===== src/rtl/esp_pkg.sv =====
`timescale 1ns/1ps
package esp_pkg;
  typedef enum logic [1:0] {
    SRC_OUT  = 2'd0,
    SRC_CTRL = 2'd1,
    SRC_CAL  = 2'd2
  } rd_src_e;

  typedef struct packed {
    logic sel;
    logic sdata;
    logic wr_n;
    logic rd_n;
    logic sclk;
  } pins_t;

  localparam int PINS_W = $bits(pins_t);
  localparam logic [PINS_W-1:0] PINS_IDLE = 5'b00110;
endpackage


===== src/rtl/esp_sync.sv =====
`timescale 1ns/1ps
module esp_sync #(
  parameter int W = 1,
  parameter int STAGES = 2,
  parameter logic [W-1:0] RST_VAL = '0
) (
  input  logic         clk_i,
  input  logic         rst_ni,
  input  logic [W-1:0] d_i,
  output logic [W-1:0] q_o
);
  logic [W-1:0] stg_q [STAGES];

  always_ff @(posedge clk_i or negedge rst_ni) begin
    if (!rst_ni) stg_q[0] <= RST_VAL;
    else         stg_q[0] <= d_i;
  end

  for (genvar s = 1; s < STAGES; s++) begin : g_stage
    always_ff @(posedge clk_i or negedge rst_ni) begin
      if (!rst_ni) stg_q[s] <= RST_VAL;
      else         stg_q[s] <= stg_q[s-1];
    end
  end

  assign q_o = stg_q[STAGES-1];
endmodule


===== src/rtl/esp_rd_path.sv =====
`timescale 1ns/1ps
module esp_rd_path
  import esp_pkg::*;
#(
  parameter int DATA_W = 24,
  parameter int SHORT_W = 16
) (
  input  logic              clk_i,
  input  logic              rst_ni,
  input  logic              start_i,
  input  logic              frame_low_i,
  input  logic              sclk_fall_i,
  input  logic              sel_i,
  input  logic              cal_sel_i,
  input  logic              short_i,
  input  logic              drdy_n_i,
  input  logic [DATA_W-1:0] out_word_i,
  input  logic [DATA_W-1:0] ctrl_word_i,
  input  logic [DATA_W-1:0] cal_word_i,
  output logic              sdata_o,
  output logic              sdata_oe_o,
  output logic              busy_o,
  output logic              busy_out_o,
  output logic              done_out_o
);
  localparam int CNT_W = $clog2(DATA_W + 1);
  localparam logic [CNT_W-1:0] LAST_LONG  = CNT_W'(DATA_W - 1);
  localparam logic [CNT_W-1:0] LAST_SHORT = CNT_W'(SHORT_W - 1);

  logic              active_q;
  rd_src_e           src_q;
  logic              short_q;
  logic [CNT_W-1:0]  cnt_q;
  logic [DATA_W-1:0] shreg_q;

  rd_src_e           src_sel;
  logic [DATA_W-1:0] word_sel;
  logic              go, shift_en, last;

  always_comb begin
    if (!sel_i) begin
      src_sel  = SRC_CTRL;
      word_sel = ctrl_word_i;
    end else if (cal_sel_i) begin
      src_sel  = SRC_CAL;
      word_sel = cal_word_i;
    end else begin
      src_sel  = SRC_OUT;
      word_sel = out_word_i;
    end
  end

  // output register is only readable while a word is pending
  assign go       = start_i && !active_q && (src_sel != SRC_OUT || !drdy_n_i);
  assign shift_en = active_q && frame_low_i && sclk_fall_i;
  assign last     = cnt_q == (short_q ? LAST_SHORT : LAST_LONG);

  always_ff @(posedge clk_i or negedge rst_ni) begin
    if (!rst_ni) begin
      active_q <= 1'b0;
      src_q    <= SRC_OUT;
      short_q  <= 1'b0;
      cnt_q    <= '0;
      shreg_q  <= '0;
    end else if (go) begin
      active_q <= 1'b1;
      src_q    <= src_sel;
      short_q  <= (src_sel == SRC_OUT) && short_i;
      cnt_q    <= '0;
      shreg_q  <= word_sel;
    end else if (shift_en) begin
      if (last) begin
        active_q <= 1'b0;
        cnt_q    <= '0;
      end else begin
        cnt_q    <= cnt_q + 1'b1;
        shreg_q  <= {shreg_q[DATA_W-2:0], 1'b0};
      end
    end
  end

  assign sdata_o    = shreg_q[DATA_W-1];
  assign sdata_oe_o = active_q && frame_low_i;
  assign busy_o     = active_q;
  assign busy_out_o = active_q && (src_q == SRC_OUT);
  assign done_out_o = shift_en && last && (src_q == SRC_OUT);
endmodule


===== src/rtl/esp_wr_path.sv =====
`timescale 1ns/1ps
module esp_wr_path #(
  parameter int DATA_W = 24
) (
  input  logic              clk_i,
  input  logic              rst_ni,
  input  logic              frame_low_i,
  input  logic              sclk_rise_i,
  input  logic              sdata_i,
  output logic [DATA_W-1:0] word_o,
  output logic              done_o
);
  localparam int CNT_W = $clog2(DATA_W + 1);
  localparam logic [CNT_W-1:0] LAST = CNT_W'(DATA_W - 1);

  logic [CNT_W-1:0]  cnt_q;
  logic [DATA_W-1:0] shreg_q, word_q, next_sh;
  logic              done_q;

  assign next_sh = {shreg_q[DATA_W-2:0], sdata_i};

  always_ff @(posedge clk_i or negedge rst_ni) begin
    if (!rst_ni) begin
      cnt_q   <= '0;
      shreg_q <= '0;
      word_q  <= '0;
      done_q  <= 1'b0;
    end else begin
      done_q <= 1'b0;
      if (frame_low_i && sclk_rise_i) begin
        shreg_q <= next_sh;
        if (cnt_q == LAST) begin
          cnt_q  <= '0;
          word_q <= next_sh;
          done_q <= 1'b1;
        end else begin
          cnt_q  <= cnt_q + 1'b1;
        end
      end
    end
  end

  assign word_o = word_q;
  assign done_o = done_q;
endmodule


===== src/rtl/ext_serial_port.sv =====
`timescale 1ns/1ps
module ext_serial_port
  import esp_pkg::*;
#(
  parameter int DATA_W      = 24,
  parameter int SHORT_W     = 16,
  parameter int SYNC_STAGES = 2,
  parameter int SHORT_BIT   = 0,
  parameter int CALSEL_BIT  = 1
) (
  input  logic              clk_i,
  input  logic              rst_ni,
  input  logic              sclk_i,
  input  logic              rd_frame_ni,
  input  logic              wr_frame_ni,
  input  logic              reg_sel_i,
  input  logic              sdata_i,
  input  logic              conv_valid_i,
  input  logic [DATA_W-1:0] conv_data_i,
  output logic              sdata_o,
  output logic              sdata_oe_o,
  output logic              drdy_no,
  output logic [DATA_W-1:0] ctrl_o,
  output logic [DATA_W-1:0] cal_o
);
  pins_t pins_raw, pins_s;
  logic  sclk_d_q, rd_n_d_q;
  logic  sclk_rise, sclk_fall, rd_start;

  logic [DATA_W-1:0] out_q, ctrl_q, cal_q, wr_word;
  logic              drdy_n_q, wr_done;
  logic              rd_busy, rd_busy_out, rd_done_out;
  logic              cal_sel;

  assign pins_raw = '{sel: reg_sel_i, sdata: sdata_i, wr_n: wr_frame_ni,
                      rd_n: rd_frame_ni, sclk: sclk_i};

  esp_sync #(
    .W(PINS_W), .STAGES(SYNC_STAGES), .RST_VAL(PINS_IDLE)
  ) i_sync (
    .clk_i (clk_i),
    .rst_ni(rst_ni),
    .d_i   (pins_raw),
    .q_o   (pins_s)
  );

  always_ff @(posedge clk_i or negedge rst_ni) begin
    if (!rst_ni) begin
      sclk_d_q <= 1'b0;
      rd_n_d_q <= 1'b1;
    end else begin
      sclk_d_q <= pins_s.sclk;
      rd_n_d_q <= pins_s.rd_n;
    end
  end

  assign sclk_rise = pins_s.sclk && !sclk_d_q;
  assign sclk_fall = !pins_s.sclk && sclk_d_q;
  assign rd_start  = !pins_s.rd_n && rd_n_d_q;
  assign cal_sel   = ctrl_q[CALSEL_BIT];

  esp_rd_path #(.DATA_W(DATA_W), .SHORT_W(SHORT_W)) i_rd (
    .clk_i      (clk_i),
    .rst_ni     (rst_ni),
    .start_i    (rd_start),
    .frame_low_i(!pins_s.rd_n),
    .sclk_fall_i(sclk_fall),
    .sel_i      (pins_s.sel),
    .cal_sel_i  (cal_sel),
    .short_i    (ctrl_q[SHORT_BIT]),
    .drdy_n_i   (drdy_n_q),
    .out_word_i (out_q),
    .ctrl_word_i(ctrl_q),
    .cal_word_i (cal_q),
    .sdata_o    (sdata_o),
    .sdata_oe_o (sdata_oe_o),
    .busy_o     (rd_busy),
    .busy_out_o (rd_busy_out),
    .done_out_o (rd_done_out)
  );

  esp_wr_path #(.DATA_W(DATA_W)) i_wr (
    .clk_i      (clk_i),
    .rst_ni     (rst_ni),
    .frame_low_i(!pins_s.wr_n),
    .sclk_rise_i(sclk_rise),
    .sdata_i    (pins_s.sdata),
    .word_o     (wr_word),
    .done_o     (wr_done)
  );

  // output word and data-ready flag; words during an output read are dropped
  always_ff @(posedge clk_i or negedge rst_ni) begin
    if (!rst_ni) begin
      out_q    <= '0;
      drdy_n_q <= 1'b1;
    end else if (rd_done_out) begin
      drdy_n_q <= 1'b1;
    end else if (conv_valid_i && !rd_busy_out) begin
      out_q    <= conv_data_i;
      drdy_n_q <= 1'b0;
    end
  end

  always_ff @(posedge clk_i or negedge rst_ni) begin
    if (!rst_ni) begin
      ctrl_q <= '0;
      cal_q  <= '0;
    end else if (wr_done) begin
      if (pins_s.sel) cal_q  <= wr_word;
      else            ctrl_q <= wr_word;
    end
  end

  assign drdy_no = drdy_n_q;
  assign ctrl_o  = ctrl_q;
  assign cal_o   = cal_q;
endmodule


===== config.mk =====
export PLATFORM = sky130hd
export DESIGN_NAME = ext_serial_port
export DESIGN_NICKNAME = d
export VERILOG_FILES = /design/src/rtl/esp_pkg.sv /design/src/rtl/esp_sync.sv /design/src/rtl/esp_rd_path.sv /design/src/rtl/esp_wr_path.sv /design/src/rtl/ext_serial_port.sv
export SDC_FILE = /design/constraint.sdc
export NUM_CORES = 1
export LEC_CHECK = 0
export BUFFER_PORTS_ARGS = -buffer_cell sky130_fd_sc_hd__buf_2
export CORE_UTILIZATION = 25
export CTS_CLUSTER_DIAMETER = 50
export CTS_CLUSTER_SIZE = 25
export DETAILED_ROUTE_END_ITERATION = 7
export SYNTH_ARGS = -nofsm -noshare
export SYNTH_HDL_FRONTEND = slang
export SYNTH_SLANG_ARGS = --single-unit

===== constraint.sdc =====
create_clock -name clk_i -period 3 [get_ports clk_i]
set_input_delay 0.6 -clock clk_i [delete_from_list [all_inputs] [get_ports clk_i]]
set_output_delay 0.6 -clock clk_i [all_outputs]
set_load 0.005 [all_outputs]

---- Word-level counts from Yosys, hierarchy flattened ----
Index checks and enable logic that the tools add are counted.
storage, ports and cells
  register bits after elaboration ......... 171
  input bits .............................. 32
operators by class
  add/sub/neg operators ................... 2
  equal/unequal tests ..................... 3
  muxes and demuxes ....................... 19
  bitwise operators ....................... 2
  reduce and logical (&&, ||, !) cells .... 33
operators with widths
  operator               count
  $mux W24               5
  $mux W5                5
  $logic_and A1 B1 Y1    13
  $reduce_and A2 Y1      6
  $add A5 B1 Y5 const B  2
  $reduce_bool A2 Y1     4
  $logic_not A1 Y1       7
  $mux W1                7
  $eq A5 B5 Y1           1
  $eq A5 B5 Y1 const B   1
  $logic_not A2 Y1       2
  $mux W2                2
  $ne A2 B1 Y1 const B   1
  $not A1 Y1             2
  $logic_or A1 B1 Y1     1

---- Depth between registers and ports, before layout ----
  word-level depth ........................ 7
  gate-level depth with buffers ........... 7
  depth with buffers taken out ............ 5

---- Cells and area by module ----
Synthesis repeated with hierarchy kept, for this count alone.
second synthesis, totals
  cell total of the unflattened synthesis .. 519
  area, all modules ....................... 7,272.0 µm²
by module, submodules not included
  module           instances  cells each  area each (µm²)  seq. area each (µm²)
  ext_serial_port  1          164         2,819.0          1,879.3
  esp_rd_path      1          217         2,134.5          825.8
  esp_wr_path      1          123         2,025.7          1,326.3
  esp_sync         1          15          292.8            255.2

---- Worst setup path after synthesis ----
Ideal clock, no wire load.
  path type ............................... register -> register
  from .................................... reg rd_n_d_q
  to ...................................... reg i_rd.shreg_q[11]
  arrival ................................. 1,576 ps
  slack ................................... 1,339 ps
  cell stages (with the launch flop) ...... 6
  clock period less this slack ............ 1,661 ps
  cells stage by stage .................... dfstp_2 > or3b_1 > a21oi_2 > clkbuf_1 > o211ai_1 > o221ai_2
on the way
  cells in the longest elaborated chain, start to end .. 5
  elaborated cells between the ends (all ways) .. 7
RTL lines
  what                                                                 RTL line               text
  start, declared                                                      ext_serial_port.sv:27  logic sclk_d_q, rd_n_d_q;
  start signal, assigned                                               ext_serial_port.sv:53  rd_n_d_q <= pins_s.rd_n;
  $logic_and A1 B1 Y1 *                                                ext_serial_port.sv:59  assign rd_start = !pins_s.rd_n && rd_n_d_q;
  $logic_and A1 B1 Y1 * (2 in a row)                                   esp_rd_path.sv:54      assign go = start_i && !active_q && (src_sel != SRC_OUT || !drdy_n_i);
  $ne A2 B1 Y1 (no line) / $reduce_bool A2 Y1 (equally long branches)  --
  $reduce_and A2 Y1 (no line)                                          --
  end signal, assigned                                                 esp_rd_path.sv:70      shreg_q <= word_sel;
  end signal, assigned                                                 esp_rd_path.sv:77      shreg_q <= {shreg_q[DATA_W-2:0], 1'b0};
  end, declared                                                        esp_rd_path.sv:34      logic [DATA_W-1:0] shreg_q;
Every way passes the cells marked *; elsewhere a longest branch is shown, timed or not.
A chain may end at the register's enable or synchronous reset.

---- Final worst setup path ----
  from .................................... reg rd_n_d_q
  to ...................................... reg i_rd.shreg_q[5]
The elaborated chain is that of the path after synthesis.

==> impl.org <==
** Clock tree
- After clock tree synthesis, the clock-pin slew on the worst setup and hold paths is 0.06 ns.
- The clock reaches the later pin of the worst-skew pair after between 0.4 and 0.5 ns.
- CTS Root Buffer Type :: sky130_fd_sc_hd__clkbuf_16
- In this run the number of H-tree levels came out at 4.
- Clock buffers created by TritonCTS :: 17
- TritonCTS clock tree :: yes
- Counting every sink on the clock net gives 171.
- Post-CTS timing repair inserted 0 buffers for setup.
- The longest clock path from root to sink contains 2 buffers.
- PostCTS Resize Cnt :: 0
- After clock tree synthesis, the flow added hold-fix buffers numbering 0.

** Placed design
- IO Port Bufs :: 82
- Once detailed placement completed, the half-perimeter wirelength came to 11,400 um.
- Routability-driven placement finished with a final weighted congestion of 0.731.
- Summing all placed instances gives a cell area of 0.00818 mm2.

** Hold path
- The tightest min-delay check is of the in2async type.

** Setup path
- Required time at the endpoint of the critical path :: around 3.3 ns
- Along the worst path, the maximum fanout reaches 37.
- In this run the register-to-register setup slack is 0.87 ns.
- The endpoint identified for the worst register-to-register timing path is i_rd.shreg_q[5]$_DFFE_PN0P_.
- For the worst setup path, the data arrival time is 2.46 ns.
- In this run the critical register-to-register path is launched from rd_n_d_q$_DFF_PN1_.
- In this design, the stage delay of the slowest critical-path cell is 0.51 ns.
- Standard cell with the maximum stage delay on the critical path :: sky130_fd_sc_hd__dfstp_2
- Worst Setup Path Type :: reg2reg
- Count of cells along the worst register-to-register path :: 5
- CP endpoint kind :: flip-flop
- STA classifies the critical path startpoint as a flip-flop.
- The critical path goes through or3b_1 > a21oi_4 > buf_12 > o211ai_1 > o221ai_2.

** GRT
- Entering global routing, the biggest net connects 63 pins.
- Global-route congestion overflow total :: 0
- Overall fraction of global-route tracks in use :: a little under an eighth
- Number of global-route vias before repair :: about 4,700
- The first global-routing pass estimated 26,400 um of wire.
- The initial antenna violation count was 0.

** Floorplanning
- Initial core utilization :: approximately a quarter
- Floorplan die area :: 0.0298 mm2
- Number of ports placed on the die boundary :: slightly above 80
- The floorplan step set the die height to about 170 um.
- Core Box Area :: 0.0287 mm2
- Die W :: 173 um
- Number of rows created at floorplan :: 62

** Detailed routing
- The detailed router finished its first iteration with 147 violations.
- Average wire per standard cell :: 16.1 um
- Using the TritonRoute via totals, the vias-per-cell ratio works out to 4.40.
- The first detailed-routing pass took 4 iterations.
- DRT antenna net count :: 0
- Detailed-route via count :: 4,469
- For this run, design rule violations remaining after detail routing come to 0.
- The routed design has 16,300 um of wire.

** Synthesis
- Synthesis warning total :: 0
- The synthesized design spends more area on one cell type than any other, namely sky130_fd_sc_hd__dfrtp_1.
- After synthesis, the mean cell area works out to 13.6 um2.
- Counting distinct cell types in the post-synthesis netlist gives 41.
- Netlist area before placement :: 0.00728 mm2
- sky130_fd_sc_hd__dfrtp_1 is the most common cell in the netlist.
- Post-synth top area share :: 56.7%
- Part of the Yosys area used for sequential elements :: 58.9%
- By count the netlist is led by sky130_fd_sc_hd__dfrtp_1 (165), sky130_fd_sc_hd__mux2_2 (120), sky130_fd_sc_hd__nand2_1 (39).
- The synthesized design contains 171 register bits.
- Top_reg_cell synth :: sky130_fd_sc_hd__dfrtp_1
- Main area contributors after synthesis :: sky130_fd_sc_hd__dfrtp_1 (57%), sky130_fd_sc_hd__mux2_2 (19%), sky130_fd_sc_hd__o221ai_2 (3.9%)
- After technology mapping, the gate count stands at 534.
- When the netlist entered floorplanning its net count stood at approximately 570.
- Async S/R FF share, synth :: 100%
- Number of flops mapped to enable cells by yosys :: 0

** STA
- Actual transition at the worst max-transition pin :: 0.576 ns
- Post-route setup TNS :: 0 ns
- On the final layout, the worst clock skew is 0.00636 ns.
- Setup violations remaining at the end of the flow were counted as 0.
- Final worst-path cycle share :: a little under three quarters
- Max-slew headroom at the worst pin :: 61.6%
- The number of failing hold endpoints at the final stage was 0.
- Unrepaired setup endpoints after global routing :: no
- Maximum operating frequency :: 470 MHz
- On the final layout, the worst hold slack is 0.144 ns.
- Final slew viol count :: 0
- The worst path in the final design needs a cycle of between 2 and 2.5 ns, including I/O delays and setup.

** Final layout
- In the final layout, the share of cells above drive strength 1 is 44.8%.
- Net count of the finished layout :: between 600 and 700
- Fin area :: 0.00884 mm2
- Relative to the synthesized area, the layout overhead comes to 21.4%.
- 0 antenna diodes ended up in the layout.

** Power
- Static leakage :: 0.00408 uW
- VDD sags by at most approximately 0.39 mV.
- Total power divided by cell area :: 727 mW/mm2

** Job
- The tool flagged a number of max-cap violations equal to 0.

** Run status
- Result of the run :: completed
[registers in the layout, summed over array words and instances, names as in the netlist]
name,flops
cal_o,24
ctrl_o,24
drdy_no,1
i_rd.busy_o,1
i_rd.cnt_q,5
i_rd.short_q,1
i_rd.shreg_q,24
i_rd.src_q,2
i_sync.q_o,5
i_sync.stg_q,5
i_wr.cnt_q,5
i_wr.done_o,1
i_wr.shreg_q,23
i_wr.word_o,24
out_q,24
rd_n_d_q,1
sclk_d_q,1
[per-layer routing]
metal	global-route usage (%)	vias to the layer above	share of wire, %
li1	-	2092	-
met2	19.3	53	50
met3	2.88	14	3.2
met5	0	-	0
met4	3.65	0	1.2
met1	14.4	2310	46
[worst max-delay path by stage]
stage / from / end / cells past startpoint
final: rd_n_d_q$_DFF_PN1_ / i_rd.shreg_q[5]$_DFFE_PN0P_ / 5
after global routing: rd_n_d_q$_DFF_PN1_ / i_rd.shreg_q[2]$_DFFE_PN0P_ / 5
after CTS: rd_n_d_q$_DFF_PN1_ / i_rd.shreg_q[14]$_DFFE_PN0P_ / 5
after detailed placement: rd_n_d_q$_DFF_PN1_ / i_rd.shreg_q[14]$_DFFE_PN0P_ / 5
after global placement: rd_n_d_q$_DFF_PN1_ / i_rd.shreg_q[9]$_DFFE_PN0P_ / 5
after floorplan: rd_n_d_q$_DFF_PN1_ / i_rd.shreg_q[11]$_DFFE_PN0P_ / 5
[cells in the final DEF (no fill, tap or decap), types with 16 or more instances in the layout]
master	Yosys	layout
sky130_fd_sc_hd__buf_4	4	16
sky130_fd_sc_hd__clkbuf_16	0	17
sky130_fd_sc_hd__dfrtp_1	165	165
sky130_fd_sc_hd__buf_2	15	81
sky130_fd_sc_hd__mux2i_1	23	23
sky130_fd_sc_hd__o221ai_2	19	19
sky130_fd_sc_hd__o21ai_0	29	29
sky130_fd_sc_hd__nand2_1	39	39
sky130_fd_sc_hd__mux2_2	120	120
sky130_fd_sc_hd__o211ai_1	23	23
sky130_fd_sc_hd__inv_1	25	25
[layout make-up]
class                   count  area (um2)
clock buffers              20         447
fillers                  2921       19900
inverters                  25        93.8
clock inverters            12         216
well taps                 384         480
flip-flops and latches    171        4290
repair buffers            101         597
multi-input cells         303        2720
[critical path, delay by kind of cell (launching register included)]
family                 cells  cell delay (ns)
and+or+nand+nor            1             0.45
AOI/OAI and AO/OA          3             0.76
buffers and inverters      1             0.30
DFF                        1             0.51
[power breakdown]
group | leakage, uW | total [uW] | internal [uW] | switching (uW)
combinational | 0.00151 | 984 | 517 | 468
clock | 0.000324 | 2450 | 1580 | 869
sequential | 0.00225 | 2990 | 2730 | 264
total | 0.00408 | 6430 | 4830 | 1600
[per-stage QoR]
stage               cells  power, uW  worst slack [ns]  util [%]
global route         1016       6770             0.775      30.8
detailed placement    984       4050             0.897      28.5
global placement      984       4020             0.934      28.5
finish               1016       6430             0.874      30.8
CTS                  1016       6520             0.868      30.8
floorplan             534       3720              1.34         -
[cell families after synthesis]
group / synth area share, %
AO/OA/AOI/OAI: 10.1
XOR/XNOR: 0.481
adder cells (fa/ha/maj): 0.344
buffers and inverters: 3.97
flip-flops: 58.9
multiplexers: 21.7
AND/OR/NAND/NOR: 4.54
(Power assumes the default switching activity.)
